--- src/rtl/sil_pkg.sv ---
package sil_pkg;
  typedef enum logic [1:0] {
    SZ_BYTE  = 2'd0,
    SZ_HALF  = 2'd1,
    SZ_WORD  = 2'd2,
    SZ_DWORD = 2'd3
  } size_e;

  typedef enum logic [1:0] {
    ST_IDLE = 2'd0,
    ST_REQ  = 2'd1,
    ST_WAIT = 2'd2,
    ST_WB   = 2'd3
  } state_e;
endpackage

--- src/rtl/sil_addr_gen.sv ---
module sil_addr_gen #(
  parameter int DATA_W    = 64,
  parameter int REG_IDX_W = 5,
  parameter int SH_W      = 2
) (
  input  logic                 upd,
  input  logic [REG_IDX_W-1:0] ra_idx,
  input  logic [DATA_W-1:0]    ra_val,
  input  logic [DATA_W-1:0]    rb_val,
  input  logic [SH_W-1:0]      sh,
  output logic [DATA_W-1:0]    ea
);
  localparam int AMT_W = SH_W + 1;

  logic [DATA_W-1:0] base;
  logic [AMT_W-1:0]  amt;

  always_comb begin
    base = (!upd && ra_idx == '0) ? '0 : ra_val;
    amt  = {1'b0, sh} + AMT_W'(1);
    ea   = base + (rb_val << amt);
  end
endmodule

--- src/rtl/sil_data_fmt.sv ---
module sil_data_fmt import sil_pkg::*; #(
  parameter int DATA_W = 64
) (
  input  size_e             size,
  input  logic              sext,
  input  logic              brev,
  input  logic [DATA_W-1:0] raw,
  output logic [DATA_W-1:0] result
);
  localparam int NB = DATA_W / 8;

  logic [NB-1:0]     lane_on;
  logic [DATA_W-1:0] mask;
  logic [DATA_W-1:0] item;
  logic [DATA_W-1:0] rev;
  logic              sign;
  logic              do_sext;
  int                nbytes;

  assign nbytes = 1 << size;

  for (genvar g = 0; g < NB; g++) begin : g_lane
    assign lane_on[g]      = (g < nbytes);
    assign mask[8*g +: 8]  = {8{lane_on[g]}};
  end

  always_comb begin
    item = raw & mask;
    rev  = '0;
    for (int i = 0; i < NB; i++) begin
      if (i < nbytes) rev[8*i +: 8] = raw[8*(nbytes-1-i) +: 8];
    end
    sign    = raw[8*nbytes-1];
    do_sext = sext && !brev && (size == SZ_HALF || size == SZ_WORD);
    if (brev)                 result = rev;
    else if (do_sext && sign) result = item | ~mask;
    else                      result = item;
  end
endmodule

--- src/rtl/sil_seq_ctrl.sv ---
module sil_seq_ctrl import sil_pkg::*; (
  input  logic clk,
  input  logic rst_n,
  input  logic op_valid,
  input  logic op_bad,
  input  logic req_ready,
  input  logic rsp_valid,
  output logic op_ready,
  output logic accept,
  output logic req_valid,
  output logic rsp_ready,
  output logic rsp_take,
  output logic wb_en,
  output logic illegal_pulse
);
  state_e state_q, state_d;
  logic   illegal_d;

  always_comb begin
    state_d   = state_q;
    op_ready  = (state_q == ST_IDLE);
    req_valid = (state_q == ST_REQ);
    rsp_ready = (state_q == ST_WAIT);
    wb_en     = (state_q == ST_WB);
    accept    = op_ready && op_valid;
    rsp_take  = rsp_ready && rsp_valid;
    illegal_d = accept && op_bad;
    unique case (state_q)
      ST_IDLE: if (accept && !op_bad) state_d = ST_REQ;
      ST_REQ:  if (req_ready)         state_d = ST_WAIT;
      ST_WAIT: if (rsp_valid)         state_d = ST_WB;
      ST_WB:                          state_d = ST_IDLE;
      default:                        state_d = ST_IDLE;
    endcase
  end

  always_ff @(posedge clk or negedge rst_n) begin
    if (!rst_n) begin
      state_q       <= ST_IDLE;
      illegal_pulse <= 1'b0;
    end else begin
      state_q       <= state_d;
      illegal_pulse <= illegal_d;
    end
  end
endmodule

--- src/rtl/scaled_index_load.sv ---
module scaled_index_load import sil_pkg::*; #(
  parameter int DATA_W    = 64,
  parameter int REG_IDX_W = 5,
  parameter int SH_W      = 2,
  localparam int SIZE_W   = $clog2(DATA_W / 8) + 1
) (
  input  logic                 clk,
  input  logic                 rst_n,
  input  logic                 op_valid,
  output logic                 op_ready,
  input  logic [1:0]           op_size,
  input  logic                 op_sext,
  input  logic                 op_brev,
  input  logic                 op_update,
  input  logic [REG_IDX_W-1:0] op_rt,
  input  logic [REG_IDX_W-1:0] op_ra,
  input  logic [DATA_W-1:0]    op_ra_val,
  input  logic [DATA_W-1:0]    op_rb_val,
  input  logic [SH_W-1:0]      op_sh,
  output logic                 mem_req_valid,
  input  logic                 mem_req_ready,
  output logic [DATA_W-1:0]    mem_req_addr,
  output logic [SIZE_W-1:0]    mem_req_size,
  input  logic                 mem_rsp_valid,
  output logic                 mem_rsp_ready,
  input  logic [DATA_W-1:0]    mem_rsp_data,
  output logic                 wb_rt_en,
  output logic [REG_IDX_W-1:0] wb_rt_idx,
  output logic [DATA_W-1:0]    wb_rt_data,
  output logic                 wb_ra_en,
  output logic [REG_IDX_W-1:0] wb_ra_idx,
  output logic [DATA_W-1:0]    wb_ra_data,
  output logic                 illegal_form
);
  logic [1:0] rst_pipe;
  logic       rst_int_n;

  always_ff @(posedge clk or negedge rst_n) begin
    if (!rst_n) rst_pipe <= 2'b00;
    else        rst_pipe <= {rst_pipe[0], 1'b1};
  end
  assign rst_int_n = rst_pipe[1];

  size_e             op_sz;
  logic              op_bad;
  logic              accept, rsp_take, wb_en;
  logic [DATA_W-1:0] ea_d, fmt_d;

  size_e                sz_q;
  logic                 sext_q, brev_q, upd_q;
  logic [REG_IDX_W-1:0] rt_q, ra_q;
  logic [DATA_W-1:0]    ea_q, res_q;

  assign op_sz  = size_e'(op_size);
  assign op_bad = op_update &&
                  ((op_ra == '0) ||
                   (op_sz == SZ_HALF && op_sext && !op_brev && op_ra == op_rt));

  sil_addr_gen #(.DATA_W(DATA_W), .REG_IDX_W(REG_IDX_W), .SH_W(SH_W)) u_agen (
    .upd    (op_update),
    .ra_idx (op_ra),
    .ra_val (op_ra_val),
    .rb_val (op_rb_val),
    .sh     (op_sh),
    .ea     (ea_d)
  );

  sil_data_fmt #(.DATA_W(DATA_W)) u_fmt (
    .size   (sz_q),
    .sext   (sext_q),
    .brev   (brev_q),
    .raw    (mem_rsp_data),
    .result (fmt_d)
  );

  sil_seq_ctrl u_ctrl (
    .clk           (clk),
    .rst_n         (rst_int_n),
    .op_valid      (op_valid),
    .op_bad        (op_bad),
    .req_ready     (mem_req_ready),
    .rsp_valid     (mem_rsp_valid),
    .op_ready      (op_ready),
    .accept        (accept),
    .req_valid     (mem_req_valid),
    .rsp_ready     (mem_rsp_ready),
    .rsp_take      (rsp_take),
    .wb_en         (wb_en),
    .illegal_pulse (illegal_form)
  );

  always_ff @(posedge clk) begin
    if (accept) begin
      sz_q   <= op_sz;
      sext_q <= op_sext;
      brev_q <= op_brev;
      upd_q  <= op_update;
      rt_q   <= op_rt;
      ra_q   <= op_ra;
      ea_q   <= ea_d;
    end
  end

  always_ff @(posedge clk) begin
    if (rsp_take) res_q <= fmt_d;
  end

  assign mem_req_addr = ea_q;
  assign mem_req_size = SIZE_W'(1) << sz_q;
  assign wb_rt_en     = wb_en;
  assign wb_rt_idx    = rt_q;
  assign wb_rt_data   = res_q;
  assign wb_ra_en     = wb_en && upd_q;
  assign wb_ra_idx    = ra_q;
  assign wb_ra_data   = ea_q;
endmodule

--- config.mk ---
export PLATFORM = sky130hd
export DESIGN_NAME = scaled_index_load
export DESIGN_NICKNAME = d
export VERILOG_FILES = /design/src/rtl/sil_pkg.sv /design/src/rtl/sil_addr_gen.sv /design/src/rtl/sil_data_fmt.sv /design/src/rtl/sil_seq_ctrl.sv /design/src/rtl/scaled_index_load.sv
export SDC_FILE = /design/constraint.sdc
export NUM_CORES = 1
export LEC_CHECK = 0
export BUFFER_PORTS_ARGS = -buffer_cell sky130_fd_sc_hd__buf_2
export CORE_ASPECT_RATIO = 0.7
export CORE_MARGIN = 2
export CORE_UTILIZATION = 45
export DETAILED_ROUTE_END_ITERATION = 7
export PLACE_DENSITY = 0.77
export SYNTH_ARGS = -nofsm -noshare
export SYNTH_HDL_FRONTEND = slang
export SYNTH_SLANG_ARGS = --single-unit
--- constraint.sdc ---
create_clock -name clk -period 1.43 [get_ports clk]
set_clock_uncertainty 0.05 [all_clocks]
set_input_delay 0.0715 -clock clk [delete_from_list [all_inputs] [get_ports clk]]
set_output_delay 0.0715 -clock clk [all_outputs]
set_load 0.03 [all_outputs]
==> flow_summary_export.csv <==
group,metric,value,unit
outcome,status,"complete, but fails checks",
outcome,violations,"negative hold slack, negative setup slack",
logic_synthesis,seq_area_frac_synth,29.11,%
detailed_routing,detail_route.drc_violations,0,
logic_synthesis,synth.top_cell.area_share,28.29,%
pwr,p_per_area,1327,nW/um^2
sta,tightest_slew,0.6237,ns
logic_synthesis,muxShareOfSynthArea,24.19,%
critical_path,cp_max_fo,5,
logic_synthesis,synth_warnings,0,
placement,numPortBuffers,425,
logic_synthesis,synth_nets,1753,
sta,fin_setup_tns,-204.49,ns
detailed_routing,wl_per_cell,25.50,um
detailed_routing,vias,17120,
logic_synthesis,synthArstFlopShare,3.378,%
placement,hpwl,49790,um
critical_path,reg2reg_from,"sz_q[1]$_DFFE_PP_",
layout,area_growth,66.32,%
sta,max_freq,0.2699,GHz
detailed_routing,drt_iter0_markers,2027,
global_route,first_global_vias,16270,
die,start_util,45.51,%
logic_synthesis,yosysTopAreaCell,"edfxtp_1",
critical_path,cp.required,1.67,ns
logic_synthesis,syn_area,15180,sq um
sta,fin_crit_sh,259.1,%
detailed_routing,ant_nets,0,
logic_synthesis,synthAdderAreaFrac,6.561,%
pwr,power_leakage,10.70,nW
logic_synthesis,post_synth_inst_count,1460,
clocking,cts_buffer_depth,2,
layout,nFillCells,2092,
critical_path,rr_worst_depth,12,
sta,whs,-0.003144,ns
pwr,p_int,18.73,mW
sta,rsz0062_at_grt,"true",
global_route,grt_max_degree,43,
detailed_routing,drtPass1Iterations,6,
placement,preCtsSetupSlack,-2.660,ns
placement,gp_congestion,1.045,
clocking,htree_levels,4,
job,maxCapViolCount,0,
sta,fin_ws,-2.275,ns
placement,dp.cells,2583,
logic_synthesis,ys_ff_latch,148,
die,fp-row-count,56,
logic_synthesis,avgSynthCellArea,10.40,sq um
die,core-area,33350,sq um
critical_path,worst-r2r-setup-slack,-1.57,ns
clocking,cts_tree,"built",
pwr,p_clk_share,14.1,%
critical_path,cp_cell_sequence,"buf_8 > ha_4 > buf_6 > buf_6 > mux2_4 > mux4_2 > ha_4 > buf_6 > buf_6 > nand4_1 > or4_4 > o21bai_4 > a31oi_4 > buf_12 > o211a_1 > a211oi_2",
layout,stdcell_count,2737,
logic_synthesis,synth_simple_gate_area_share,10.72,%
logic_synthesis,synth_compound_area_share,18.56,%
pwr,switching_share,44.10,%
die,ios,426,
sta,hold_viol,3,
critical_path,cpPeakStageDelay,0.58,ns
pwr,peakVddDrop,0.0009787,V
min_path,worstHoldPathType,"reg -> async",
logic_synthesis,ys_types,82,
clocking,numCtsBuffers,17,
sta,min_period,3.705,ns
critical_path,slowest_stage,"or4_4",
clocking,clock-root-buffer,"clkbuf_16",
clocking,cts.reportedPaths.clkPinSlew,0.07,ns
logic_synthesis,synth_top_family_by_area,"multiplexers",
global_route,grt-ovfl-total,0,
detailed_routing,routed_wl,69790,um
logic_synthesis,synth-edff-count,143,
sta,slew_headroom,58.42,%
logic_synthesis,synth_ff_type,"edfxtp_1",
critical_path,start_kind,"primary input",
clocking,clk_latency,0.46,ns
pwr,seqPwrFrac,19.9,%
clocking,cts.sinks,148,
global_route,grt_use_total,36.91,%
pwr,comb_power_share,66.1,%
die,die_y,157.7,um
global_route,antenna_found_initial,3,
die,die_w,223.5,um
detailed_routing,via_per_inst,6.256,
critical_path,r2r_end,"wb_rt_data[52]$_DFFE_PP_",
sta,drv_slew,0,
logic_synthesis,synth_area_leaders,"edfxtp_1 (28%), mux4_2 (16%), ha_1 (6.4%)",
critical_path,crit_family,"multiplexers",
die,dieArea,35240,sq um
critical_path,cp_num_buf_inv,6,
critical_path,worst-setup-path-type,"in -> reg",
critical_path,crit_path_frequent_cell,"buf_6",
sta,setup_viol,229,
critical_path,end_kind,"flop",
critical_path,cp.arrival,3.95,ns
global_route,grt_pass1_wl,97900,um
logic_synthesis,synthXorXnorAreaFrac,3.750,%
pwr,p_sw,14.77,mW
layout,drive_above_1_share,66.48,%
layout,nNetsFinal,2577,
-- state kept, by name, summed over array words and instances, names as in the netlist --
| register | count |
|---|---|
| wb_rt_idx | 5 |
| u_ctrl.illegal_pulse | 1 |
| u_ctrl.state_q | 2 |
| mem_req_addr | 64 |
| upd_q | 1 |
| wb_rt_data | 64 |
| sext_q | 1 |
| wb_ra_idx | 5 |
| brev_q | 1 |
| rst_pipe | 2 |
| sz_q | 2 |
-- cell usage in the layout, fill, tap and decap left out, drive strengths merged, types with 6 or more instances in the layout --
master / instances
a211oi: 17
a21boi: 12
a21o: 45
a21oi: 147
a221oi: 9
a311oi: 6
a31oi: 8
and2: 18
and3: 9
buf: 957
clkbuf: 20
clkinv: 9
dlygate4sd3: 19
edfxtp: 143
ha: 78
inv: 35
mux2: 53
mux2i: 62
mux4: 109
nand2: 77
nand2b: 10
nand3: 12
nand4: 23
nor2: 52
nor2b: 74
nor3: 13
o211ai: 6
o21a: 7
o21ai: 52
o21bai: 19
o22ai: 52
o31ai: 14
o32ai: 8
or3: 6
xnor2: 37
xor2: 28
-- routing by layer --
| metal | routed length (um) | GRT usage [%] | share of wire [%] | vias to the layer above |
|---|---|---|---|---|
| met5 | 0 | 0 | 0 | - |
| li1 | - | - | - | 7262 |
| met3 | 8627 | 12.58 | 12 | 260 |
| met2 | 30030 | 54.07 | 43 | 1228 |
| met4 | 3000 | 12.86 | 4.3 | 0 |
| met1 | 28130 | 50.88 | 40 | 8374 |
-- worst max path at each step --
stage	endpoint	start	cells past startpoint	slack (ns)
floorplan	mem_req_addr[58]$_DFFE_PP_	op_sh[0]	16	-2.26
global placement	mem_req_addr[62]$_DFFE_PP_	op_sh[0]	15	-2.62
detailed placement	mem_req_addr[59]$_DFFE_PP_	op_sh[0]	15	-2.66
CTS	mem_req_addr[62]$_DFFE_PP_	op_sh[0]	17	-2.09
global route	mem_req_addr[61]$_DFFE_PP_	op_sh[0]	16	-2.28
finish	mem_req_addr[61]$_DFFE_PP_	op_sh[0]	16	-2.27
-- per-stage QoR --
| step | hold WS, ns | area [sq um] | util, % | total power, mW |
|---|---|---|---|---|
| floorplan | -0.2741 | 16250 | - | 18.09 |
| global placement | -0.1933 | 21110 | 63.29 | 24.08 |
| detailed placement | -0.1916 | 21110 | 63.29 | 24.34 |
| CTS | 0.001980 | 23660 | 70.95 | 31.05 |
| global route | 0.01084 | 25240 | 75.68 | 34.69 |
| finish | -0.003144 | 25250 | 75.70 | 33.50 |
-- synth_stat cells, types with 24 or more instances --
| cell | instances |
|---|---|
| mux2_2 | 53 |
| xnor2_1 | 37 |
| a21oi_1 | 142 |
| inv_1 | 31 |
| edfxtp_1 | 143 |
| mux2i_1 | 62 |
| xor2_1 | 28 |
| buf_2 | 24 |
| mux4_2 | 109 |
| clkbuf_1 | 66 |
| ha_1 | 78 |
| a21o_1 | 45 |
| o21ai_0 | 42 |
| nor2_1 | 49 |
| buf_4 | 65 |
| nand2_1 | 77 |
| nor2b_1 | 74 |
| o22ai_1 | 52 |
-- what timing repair did --
item / CTS / global route
setup buffers: 55 / 55
resized for setup: 251 / 244
gates cloned: 7 / 2
pin swaps: 67 / 131
endpoints found under the hold margin: 19 / 0
endpoints found under the setup margin: 273 / 281
hold buffers: 19 / 0
-- worst reg2reg max path: stages, from the launching register on --
cell and delay, ns:
edfxtp_1 0.43, inv_2 0.13, ha_4 0.17, clkinv_4 0.06
ha_4 0.32, mux4_2 0.25, mux2i_4 0.11, or3_4 0.39
nor2_4 0.28, buf_6 0.17, buf_12 0.15, a21oi_4 0.04
o22ai_2 0.27
-- cell type report --
| cell class | instances | area, sq um | share of cell area [%] |
|---|---|---|---|
| Multi-Input combinational cell | 1103 | 12350 | 48.90 |
| Timing Repair Buffer | 980 | 7209 | 28.56 |
| Sequential cell | 148 | 4419 | 17.50 |
| Tap cell | 435 | 544.3 | 2.156 |
| Clock buffer | 18 | 429.2 | 1.700 |
| Clock inverter | 14 | 147.6 | 0.5848 |
| Inverter | 34 | 138.9 | 0.5501 |
| Antenna cell | 5 | 12.51 | 0.04956 |
-- power groups by stage --
stage | sequential [mW] | combinational [mW] | clock, mW
2_1_floorplan | 8.28 | 9.81 | 0
3_3_place_gp | 6.70 | 17.4 | 0
3_5_place_dp | 6.72 | 17.6 | 0
4_1_cts | 6.66 | 19.6 | 4.75
5_1_grt | 6.74 | 23.0 | 4.91
6_report | 6.66 | 22.1 | 4.71
-- cell families (layout without fill, tap and decap cells) --
family | after synthesis | in the layout
XOR/XNOR | 65 | 65
buffers and inverters | 209 | 1046
multiplexers | 224 | 224
other | 1 | 6
flip-flops | 148 | 148
AO/OA/AOI/OAI | 425 | 425
adder cells (fa/ha/maj) | 79 | 79
AND/OR/NAND/NOR | 309 | 309
No activity file was read; power rests on OpenSTA's default activity.
